**config.mk**
```make
export PLATFORM = sky130hd
export DESIGN_NAME = mdt_cycle_decoder
export DESIGN_NICKNAME = d
export VERILOG_FILES = /design/src/rtl/mdt_pkg.sv /design/src/rtl/mdt_strobe_sampler.sv /design/src/rtl/mdt_cycle_classifier.sv /design/src/rtl/mdt_row_latch.sv /design/src/rtl/mdt_column_tracker.sv /design/src/rtl/mdt_cycle_decoder.sv
export SDC_FILE = /design/constraint.sdc
export NUM_CORES = 1
export LEC_CHECK = 0
export BUFFER_PORTS_ARGS = -buffer_cell sky130_fd_sc_hd__buf_2
export CORE_MARGIN = 1.5
export CORE_UTILIZATION = 49
export CTS_CLUSTER_DIAMETER = 150
export CTS_CLUSTER_SIZE = 12
export DETAILED_ROUTE_END_ITERATION = 8
export PLACE_DENSITY = 0.87
export SETUP_SLACK_MARGIN = 0.4
export SLEW_MARGIN = 10
export SYNTH_ARGS = -nofsm -noshare
export SYNTH_HDL_FRONTEND = slang
export SYNTH_SLANG_ARGS = --single-unit
export TNS_END_PERCENT = 100
```
**constraint.sdc**
```tcl
create_clock -name clk -period 1.8 [get_ports clk]
set_input_delay 0.36 -clock clk [delete_from_list [all_inputs] [get_ports clk]]
set_output_delay 0.36 -clock clk [all_outputs]
set_load 0.02 [all_outputs]
```
**src/rtl/mdt_pkg.sv**
```systemverilog
package mdt_pkg;
  localparam int KIND_W = 7;
  localparam int K_NORM = 0;
  localparam int K_WPB  = 1;
  localparam int K_RDX  = 2;
  localparam int K_WRX  = 3;
  localparam int K_PWX  = 4;
  localparam int K_RFSH = 5;
  localparam int K_ILL  = 6;
endpackage

```
**src/rtl/mdt_strobe_sampler.sv**
```systemverilog
module mdt_strobe_sampler #(
  parameter int ADDR_W = 9,
  parameter int DQ_W   = 4
) (
  input  logic              clk,
  input  logic              rst_n,
  input  logic              row_n_i,
  input  logic              col_n_i,
  input  logic              xfer_n_i,
  input  logic              wmode_n_i,
  input  logic              ser_n_i,
  input  logic [DQ_W-1:0]   dq_i,
  input  logic [ADDR_W-1:0] addr_i,
  output logic              s_row_n,
  output logic              s_col_n,
  output logic              s_xfer_n,
  output logic              s_wmode_n,
  output logic              s_ser_n,
  output logic [DQ_W-1:0]   s_dq,
  output logic [ADDR_W-1:0] s_addr,
  output logic              row_fall,
  output logic              row_rise,
  output logic              col_fall
);
  logic prev_row, prev_col;

  // one register stage on every input, then edge detection on the strobes
  always_ff @(posedge clk or negedge rst_n) begin
    if (!rst_n) begin
      s_row_n   <= 1'b1;
      s_col_n   <= 1'b1;
      s_xfer_n  <= 1'b1;
      s_wmode_n <= 1'b1;
      s_ser_n   <= 1'b1;
      s_dq      <= '0;
      s_addr    <= '0;
      prev_row  <= 1'b1;
      prev_col  <= 1'b1;
    end else begin
      s_row_n   <= row_n_i;
      s_col_n   <= col_n_i;
      s_xfer_n  <= xfer_n_i;
      s_wmode_n <= wmode_n_i;
      s_ser_n   <= ser_n_i;
      s_dq      <= dq_i;
      s_addr    <= addr_i;
      prev_row  <= s_row_n;
      prev_col  <= s_col_n;
    end
  end

  assign row_fall = prev_row & ~s_row_n;
  assign row_rise = ~prev_row & s_row_n;
  assign col_fall = prev_col & ~s_col_n;
endmodule

```
**src/rtl/mdt_cycle_classifier.sv**
```systemverilog
module mdt_cycle_classifier
  import mdt_pkg::*;
(
  input  logic              col_n_i,
  input  logic              xfer_n_i,
  input  logic              wmode_n_i,
  input  logic              ser_n_i,
  output logic [KIND_W-1:0] kind_o
);
  always_comb begin
    kind_o = '0;
    if (xfer_n_i) begin
      // array cycle family: a column strobe already low means internal refresh
      if (!col_n_i)        kind_o[K_RFSH] = 1'b1;
      else if (!wmode_n_i) kind_o[K_WPB]  = 1'b1;
      else                 kind_o[K_NORM] = 1'b1;
    end else if (col_n_i && wmode_n_i) begin
      kind_o[K_RDX] = 1'b1;
    end else if (col_n_i && ser_n_i) begin
      kind_o[K_PWX] = 1'b1;
    end else if (!col_n_i && !wmode_n_i && !ser_n_i) begin
      kind_o[K_WRX] = 1'b1;
    end else begin
      kind_o[K_ILL] = 1'b1;
    end
  end
endmodule

```
**src/rtl/mdt_row_latch.sv**
```systemverilog
module mdt_row_latch
  import mdt_pkg::*;
#(
  parameter int ADDR_W = 9,
  parameter int DQ_W   = 4
) (
  input  logic              clk,
  input  logic              rst_n,
  input  logic              row_fall,
  input  logic              row_rise,
  input  logic [KIND_W-1:0] kind_in,
  input  logic [DQ_W-1:0]   s_dq,
  input  logic [ADDR_W-1:0] s_addr,
  output logic [KIND_W-1:0] kind_q,
  output logic [DQ_W-1:0]   mask_q,
  output logic [ADDR_W-1:0] row_q
);
  always_ff @(posedge clk or negedge rst_n) begin
    if (!rst_n) begin
      kind_q <= '0;
      row_q  <= '0;
    end else if (row_fall) begin
      kind_q <= kind_in;
      row_q  <= s_addr;
    end else if (row_rise) begin
      kind_q <= '0;
    end
  end

  // per-lane mask: data pin when masked write is chosen, otherwise enabled
  for (genvar b = 0; b < DQ_W; b++) begin : g_mask
    always_ff @(posedge clk or negedge rst_n) begin
      if (!rst_n)        mask_q[b] <= 1'b1;
      else if (row_fall) mask_q[b] <= kind_in[K_WPB] ? s_dq[b] : 1'b1;
      else if (row_rise) mask_q[b] <= 1'b1;
    end
  end
endmodule

```
**src/rtl/mdt_column_tracker.sv**
```systemverilog
module mdt_column_tracker #(
  parameter int ADDR_W = 9
) (
  input  logic              clk,
  input  logic              rst_n,
  input  logic              col_fall,
  input  logic              row_low,
  input  logic              ram_cycle,
  input  logic [ADDR_W-1:0] s_addr,
  output logic [ADDR_W-1:0] col_q,
  output logic              evt_q
);
  logic take;
  assign take = col_fall & row_low & ram_cycle;

  always_ff @(posedge clk or negedge rst_n) begin
    if (!rst_n) begin
      col_q <= '0;
      evt_q <= 1'b0;
    end else begin
      evt_q <= take;
      if (take) col_q <= s_addr;
    end
  end
endmodule

```
**src/rtl/mdt_cycle_decoder.sv**
```systemverilog
module mdt_cycle_decoder
  import mdt_pkg::*;
#(
  parameter int ADDR_W = 9,
  parameter int DQ_W   = 4
) (
  input  logic              clk,
  input  logic              rst_n,
  input  logic              row_stb_n_i,
  input  logic              col_stb_n_i,
  input  logic              xfer_oe_n_i,
  input  logic              wmode_n_i,
  input  logic              ser_en_n_i,
  input  logic [DQ_W-1:0]   dq_i,
  input  logic [ADDR_W-1:0] addr_i,
  output logic [KIND_W-1:0] cyc_kind_o,
  output logic [DQ_W-1:0]   wmask_o,
  output logic [ADDR_W-1:0] row_addr_o,
  output logic [ADDR_W-1:0] col_addr_o,
  output logic              col_evt_o
);
  logic              s_row_n, s_col_n, s_xfer_n, s_wmode_n, s_ser_n;
  logic [DQ_W-1:0]   s_dq;
  logic [ADDR_W-1:0] s_addr;
  logic              row_fall, row_rise, col_fall;
  logic [KIND_W-1:0] kind_now;

  mdt_strobe_sampler #(.ADDR_W(ADDR_W), .DQ_W(DQ_W)) smp_i (
    .clk(clk), .rst_n(rst_n),
    .row_n_i(row_stb_n_i), .col_n_i(col_stb_n_i), .xfer_n_i(xfer_oe_n_i),
    .wmode_n_i(wmode_n_i), .ser_n_i(ser_en_n_i), .dq_i(dq_i), .addr_i(addr_i),
    .s_row_n(s_row_n), .s_col_n(s_col_n), .s_xfer_n(s_xfer_n),
    .s_wmode_n(s_wmode_n), .s_ser_n(s_ser_n), .s_dq(s_dq), .s_addr(s_addr),
    .row_fall(row_fall), .row_rise(row_rise), .col_fall(col_fall)
  );

  mdt_cycle_classifier cls_i (
    .col_n_i(s_col_n), .xfer_n_i(s_xfer_n), .wmode_n_i(s_wmode_n),
    .ser_n_i(s_ser_n), .kind_o(kind_now)
  );

  mdt_row_latch #(.ADDR_W(ADDR_W), .DQ_W(DQ_W)) row_i (
    .clk(clk), .rst_n(rst_n), .row_fall(row_fall), .row_rise(row_rise),
    .kind_in(kind_now), .s_dq(s_dq), .s_addr(s_addr),
    .kind_q(cyc_kind_o), .mask_q(wmask_o), .row_q(row_addr_o)
  );

  mdt_column_tracker #(.ADDR_W(ADDR_W)) col_i (
    .clk(clk), .rst_n(rst_n), .col_fall(col_fall), .row_low(~s_row_n),
    .ram_cycle(cyc_kind_o[K_NORM] | cyc_kind_o[K_WPB]), .s_addr(s_addr),
    .col_q(col_addr_o), .evt_q(col_evt_o)
  );
endmodule

```
==> qor.txt, run 1 <==
I/O Buffers: 49
maximum number of pins on one net before global-route repair: 28
diodes inserted: 0
Worst setup SP type: flip-flop
Vias/cell: 5.07
worst relative slew slack: 64.0%
number of detailed-route iterations in the first pass: 4
die area: 3800 sq um
post-layout util: 67.6%
Hold Path Class: input port to flip-flop
status: complete, no violations
Nets: 188
pre-CTS WS: 0.203 ns
Tcrit/Tclk final: 81.6%
Mapped Area: 1680 sq um
Power Density: 957 nW/um^2
CTS buffer count: 5
Post-synth top cells: dfrtp_1 (39), mux2_2 (18), dfstp_2 (11)
Synth Area per Inst: 16.7 sq um
Clock Latency Late Sink: 0.36 ns
Die Wd: 61.6 um
synth top area cells: dfrtp_1 (58%), dfstp_2 (17%), mux2_2 (12%), a2bb2oi_1 (2.1%), a32o_1 (1.8%)
Multi-input gate area: 447 sq um
reg2reg setup slack: 0.33 ns
slew of the pin with the lowest slew margin: 0.540 ns
CP arrival: 1.76 ns
sequential area share after synthesis: 75.2%
clock sinks: 50
endpoints failing hold: 0
reg-to-reg endpoint: row_i.mask_q[3]
HP Start: col_stb_n_i
Seq cells post-synth: 50
fillers: 262
Detail Route Antenna Nets: 0
core area: 3310 sq um
Crit Path Max Fanout: 5
kind of critical path: flip-flop to flip-flop
Synth area leader: dfrtp_1
vias: 1080
Pwr Total: 2140 uW
vias in the first global route: 1042
Die Y: 61.6 um
cell count after synthesis: 101
gr usage total: 18.7%
Distinct cells, synth: 21
Longest Clk Path Bufs: 2
CP endpoint: row_i.mask_q[3]
FMAX: 681 MHz
RR Startpoint: smp_i.s_row_n
Async S/R FF share, synth: 100%
io pins: 50
P&R area growth vs syn: 33.0%
root buf cell: clkbuf_4
antenna violations before repair: 0
Routed WL: 3290 um
CP startpoint: smp_i.s_row_n
Final Wtd Congestion: 0.787
HPWL after DPL: 2100 um
Peak VDD IR: 0.000576 V
H-tree depth reported by CTS: 2
dpl cells: 195
most used flip-flop cell after synthesis: dfrtp_1
Initial Utilization: 50.8%
max_cap viols: 0
number of remaining DRC errors: 0
Remaining Overflow, GRT: 0
non-filler cells, final: 213
CP required: 2.09 ns
FF-to-FF path depth: 4
RSZ-0062 raised after global routing: true
post-detailed-route wirelength per cell: 15.4 um
FP Rows: 21
Lkg Pwr: 0.00112 uW
Reg area: 1270 sq um
Slew Limit Fails: 0
min Tclk post-route: 1.47 ns
Setup Skew: 0.0124 ns
post-synth top area share: 58.0%
final setup vio count: 0
Clk pin slew, worst setup/hold paths: 0.13 ns
Setup Total Neg Slack: 0 ns
share of post-route cells with drive strength above 1: 63.5%
syn_nets: 122
Post-synth EDFFs: 0
setup ws final: 0.331 ns
TritonCTS clock tree: done
CP endpoint kind: flip-flop
global-route wire length before repair: 4840 um
YS warnings: 0
Iter 0 DRT Violations: 16
most frequent cell after synthesis: dfrtp_1
==> power by group <==
group / total [uW] / switching [uW] / leakage [uW] / internal [uW]
Combinational: 359 / 199 / 0.000489 / 160
Sequential: 1290 / 57.7 / 0.000602 / 1230
Clock: 498 / 313 / 0.0000314 / 185
==> critical path: stages (launching register included) <==
cell and delay (ns):
dfstp_2 0.55, inv_2 0.04, ha_4 0.23, or3b_4 0.44, a2bb2oi_2 0.15
==> how the worst min path moves through the flow <==
stage,to,slack [ns],cells after the start
5_1_grt,smp_i.s_ser_n,0.05,1
3_5_place_dp,row_i.kind_q[3],0.37,1
3_3_place_gp,row_i.kind_q[3],0.35,1
4_1_cts,smp_i.s_col_n,0.06,1
6_report,smp_i.s_col_n,0.08,1
2_1_floorplan,col_i.col_q[0],0.06,0
==> repair_timing <==
| item | CTS | global route |
|---|---|---|
| setup endpoints to repair | 22 | 30 |
| resized for setup | 10 | 8 |
| buffers inserted | 9 | 0 |
| pin swaps | 2 | 3 |
| endpoints found under the hold margin | 19 | 0 |
| cloned | 0 | 1 |
| hold buffers | 1 | 0 |
==> registers in the layout, indices dropped and copies added, names as in the netlist, 4 cells and up <==
signal,cells
col_i.col_q,9
row_i.kind_q,7
row_i.mask_q,4
row_i.row_q,9
smp_i.s_addr,9
smp_i.s_dq,4
==> metal layers <==
layer	global-route usage, %	share of wire, %	vias up
li1	-	-	487
met3	7.35	5.6	8
met2	30.2	52	42
met1	22.8	41	543
met4	7.29	1.6	0
met5	0	0	-
==> stage by stage <==
stage	hold slack [ns]	instance area, sq um
floorplan	0.0644	1700
global placement	0.348	2010
detailed placement	0.372	2010
CTS	0.0620	2190
global route	0.0532	2240
finish	0.0819	2240
==> layout by cell type, fill, tap and decap left out, types with 2 or more instances in the layout <==
| cell | n |
|---|---|
| a2bb2oi_2 | 3 |
| a32o_1 | 3 |
| buf_12 | 2 |
| buf_2 | 44 |
| buf_4 | 7 |
| buf_6 | 6 |
| clkbuf_4 | 5 |
| dfrtp_1 | 38 |
| dfstp_2 | 11 |
| inv_1 | 5 |
| mux2_2 | 18 |
| nand2_1 | 5 |
| o21ai_0 | 2 |
==> logic make-up (layout without fill, tap and decap cells) <==
group / after synthesis / in the layout / share of synthesized area [%]
and+or+nand+nor: 12 / 12 / 4.02
buffers and inverters: 8 / 73 / 1.86
AOI/OAI and AO/OA: 12 / 13 / 6.17
adders and majority gates: 1 / 1 / 0.743
muxes: 18 / 18 / 12.0
DFF: 50 / 50 / 75.2
==> final cells by class <==
cell class | count | area share [%]
Sequential cell | 50 | 56.6
Multi-Input combinational cell | 44 | 20.0
Inverter | 6 | 1.01
Tap cell | 46 | 2.57
Timing Repair Buffer | 60 | 17.4
Clock buffer | 7 | 2.46
(Power assumes the default switching activity.)
==> run 2: changes to the inputs <==
--- a/config.mk
+++ b/config.mk
@@ -5,13 +5,14 @@
 export SDC_FILE = /design/constraint.sdc
 export NUM_CORES = 1
 export LEC_CHECK = 0
+export ABC_AREA = 1
 export BUFFER_PORTS_ARGS = -buffer_cell sky130_fd_sc_hd__buf_2
 export CORE_MARGIN = 1.5
-export CORE_UTILIZATION = 49
+export CORE_UTILIZATION = 50
 export CTS_CLUSTER_DIAMETER = 150
 export CTS_CLUSTER_SIZE = 12
 export DETAILED_ROUTE_END_ITERATION = 8
-export PLACE_DENSITY = 0.87
+export PLACE_DENSITY = 0.88
 export SETUP_SLACK_MARGIN = 0.4
 export SLEW_MARGIN = 10
 export SYNTH_ARGS = -nofsm -noshare
==> constraint.sdc (replaced) <==
create_clock -name clk -period 1.54 [get_ports clk]
set_input_delay 0.308 -clock clk [delete_from_list [all_inputs] [get_ports clk]]
set_output_delay 0.308 -clock clk [all_outputs]
set_load 0.02 [all_outputs]
==> run 2 against run 1 <==
Against the previous run: clock power rose by 10%; synthesized area rose by 2.9%; sequential cell count did not move; synthesized cell count rose by 43%; sequential power rose by 18%; register-to-register slack got worse by 0.18 ns; die area rose by 0.80%; largest power group unchanged.
==> qor.txt, run 2 <==
status: complete, no violations
vias in the first global route: 1201 (+15%)
clock sinks: 50 (unchanged)
Iter 0 DRT Violations: 36 (+20)
die area: 3830 sq um (+0.80%)
cell internal pwr: 1940 uW (+23%)
global-route wire length before repair: 5620 um (+16%)
TritonCTS clock tree: done
Mapped Area: 1730 sq um (+2.9%)
Detail Route Antenna Nets: 0 (unchanged)
CP delay by family, top: flip-flops
post-layout util: 81.0% (+13 points)
CP required: 1.79 ns (-0.30 ns)
Clk pin slew, worst setup/hold paths: 0.12 ns (about the same)
biggest registers after layout: col_i.col_q (9), row_i.row_q (9), smp_i.s_addr (9)
fillers: 189 (-28%)
Power Density: 1010 nW/um^2 (+5.1%)
most used flip-flop cell after synthesis: dfrtp_1
Post-synth EDFFs: 0 (unchanged)
vias: 1362 (+26%)
Nets: 247 (+31%)
maximum number of pins on one net before global-route repair: 51 (+82%)
Hold Path Class: input port to flip-flop
Clock Latency Late Sink: 0.35 ns (about the same)
Remaining Overflow, GRT: 0 (unchanged)
non-filler cells, final: 273 (+28%)
Tcrit/Tclk final: 89.9% (+8.3 points)
cell count after synthesis: 144 (+43%)
HPWL after DPL: 2100 um (+0.20%)
kind of critical path: flip-flop to flip-flop
Flop pwr share: 55.8% (-4.2 points)
number of detailed-route iterations in the first pass: 4 (unchanged)
Post-synth top cells: dfrtp_1 (39), nand2_1 (28), inv_1 (21)
final setup vio count: 0 (unchanged)
Async S/R FF share, synth: 100% (unchanged)
Setup Total Neg Slack: 0 ns (unchanged)
post-detailed-route wirelength per cell: 15.9 um (+2.8%)
slowest CP cell: dfstp_2
Synth area leader: dfrtp_1
CTS buffer count: 5 (unchanged)
slew of the pin with the lowest slew margin: 0.260 ns (-0.280 ns)
max_cap viols: 0 (unchanged)
P&R area growth vs syn: 56.1%
most common cell after layout, fill and taps aside: dfrtp_1
Cell Chain, Critical Path: inv_2 -> ha_4 -> clkinv_4 -> nand3b_1 -> buf_6 -> o21ai_2
Setup Skew: 0.00695 ns (-0.00544 ns)
Die Y: 61.9 um (+0.40%)
post-synth top area share: 56.4% (-1.6 points)
I/O Buffers: 49 (unchanged)
syn_nets: 165 (+35%)
Vias/cell: 4.99 (-1.6%)
CP endpoint kind: flip-flop
io pins: 50 (unchanged)
Longest Clk Path Bufs: 2 (unchanged)
synth top area cells: dfrtp_1 (56%), dfstp_2 (17%), nand2_1 (6.1%), inv_1 (4.6%), o21ai_2 (4.6%)
H-tree depth reported by CTS: 2 (unchanged)
CP Buf/Inv Count: 3 (+2)
gr usage total: 21.2% (+2.5 points)
Die Wd: 61.9 um (+0.40%)
Peak VDD IR: 0.000785 V (+36%)
Crit Path Max Fanout: 3 (-2)
Slew Limit Fails: 0 (unchanged)
most frequent cell after synthesis: dfrtp_1
YS warnings: 0 (unchanged)
Distinct cells, synth: 17 (-19%)
sw frac: 28.6% (+2.0 points)
Clk pwr share: 20.2% (-3.0 points)
Comb pwr share: 24.1% (+7.4 points)
antenna violations before repair: 0 (unchanged)
diodes inserted: 0 (unchanged)
endpoints failing hold: 0 (unchanged)
switching power: 777 uW (+36%)
sequential area share after synthesis: 73.0% (-2.1 points)
CP max stage delay: 0.57 ns (+0.02 ns)
Routed WL: 4330 um (+32%)
RSZ-0062 raised after global routing: true
Synth Area per Inst: 12.0 sq um (-28%)
core area: 3340 sq um (+0.79%)
Worst setup SP type: flip-flop
number of remaining DRC errors: 0 (unchanged)
min Tclk post-route: 1.38 ns (-0.0850 ns)
Initial Utilization: 51.9% (+1.1 points)
Seq cells post-synth: 50 (unchanged)
Final Wtd Congestion: 0.720 (-8.5%)
root buf cell: clkbuf_4
FMAX: 722 MHz (+6.1%)
share of post-route cells with drive strength above 1: 58.6% (-4.9 points)
commonest non-fill, non-tap cells in the layout: dfrtp_1 (39), buf_6 (33), inv_1 (19), buf_2 (19)
dpl cells: 238 (+22%)
CP arrival: 1.63 ns (-0.13 ns)
worst relative slew slack: 82.7% (+19 points)
FP Rows: 21 (unchanged)
Lkg Pwr: 0.00130 uW (+16%)
## run 2: cell types whose count changed in the layout (fill, tap and decap cells not counted), sizes merged, moves of 4 or more
cell,before,now
inv,6,22
o21ai,2,23
nand3,0,7
nor2,1,7
a21oi,0,4
nand2,5,28
a2bb2oi,4,0
buf,59,71
mux2,18,0
## run 2: cells by family (layout without fill, tap and decap cells)
logic type	after synthesis	in the layout	synth area share [%]
DFF	50	50	73.0
AOI/OAI and AO/OA	29	29	10.5
adders and majority gates	1	1	0.722
and+or+nand+nor	40	43	10.0
buffers and inverters	24	104	5.71
## run 2: stage by stage
step | worst slack, ns | hold slack, ns | power [uW] | cell area (sq um)
after global placement | 0.205 | 0.309 | 1890 | 2080
after detailed placement | 0.143 | 0.313 | 1910 | 2080
after CTS | 0.193 | 0.0345 | 2610 | 2450
after global routing | 0.101 | 0.00407 | 2860 | 2700
after floorplan | 0.258 | 0.0124 | 1740 | 1780
final | 0.156 | 0.0460 | 2720 | 2700
## run 2: power groups by stage
stage	Sequential (uW)	Clock, uW	Combinational, uW
after floorplan	1610	0	131
after global placement	1510	0	384
after detailed placement	1510	0	395
after CTS	1500	554	553
after global routing	1530	628	701
final	1520	548	655
## run 2: area by class of cell
cell class | count | area (sq um) | area share, %
Clock buffer | 8 | 48.8 | 1.81
Inverter | 22 | 95.1 | 3.52
Multi-Input combinational cell | 73 | 552 | 20.4
Sequential cell | 50 | 1260 | 46.8
Tap cell | 46 | 57.6 | 2.13
Timing Repair Buffer | 72 | 657 | 24.3
Timing Repair inverter | 2 | 27.5 | 1.02
## run 2: repair_timing
| action | in CTS | in global routing |
|---|---|---|
| setup buffers | 12 | 9 |
| resized for setup | 65 | 51 |
| endpoints found under the hold margin | 39 | 0 |
| pin swaps | 5 | 5 |
| endpoints found under the setup margin | 59 | 60 |
| hold buffers | 1 | 0 |
| gates cloned | 2 | 3 |
## run 2: worst register-to-register path, stage by stage (launching register included)
cell	delay (ns)
dfstp_2	0.57
inv_2	0.05
ha_4	0.28
clkinv_4	0.06
nand3b_1	0.14
buf_6	0.14
o21ai_2	0.05
## run 2: path summary, 6_finish.rpt
check                               from              end  slack (ns)  cells past startpoint
min in group asynchronous          rst_n   row_i.row_q[5]        0.46                      3
min                          xfer_oe_n_i   smp_i.s_xfer_n        0.05                      1
max reg2reg                smp_i.s_row_n  row_i.kind_q[3]        0.16                      6
max                        smp_i.s_row_n  row_i.kind_q[3]        0.16                      6
min reg2reg                smp_i.s_col_n   smp_i.prev_col        0.44                      0
max in group asynchronous          rst_n   smp_i.s_xfer_n        0.79                      3
## run 2: per-layer routing
layer	vias to the layer above	global-route usage, %	wire, um
li1	629	-	-
met1	660	26.6	1660
met2	55	33.1	2330
met3	18	4.55	173
met4	0	14.3	165
met5	-	0	0
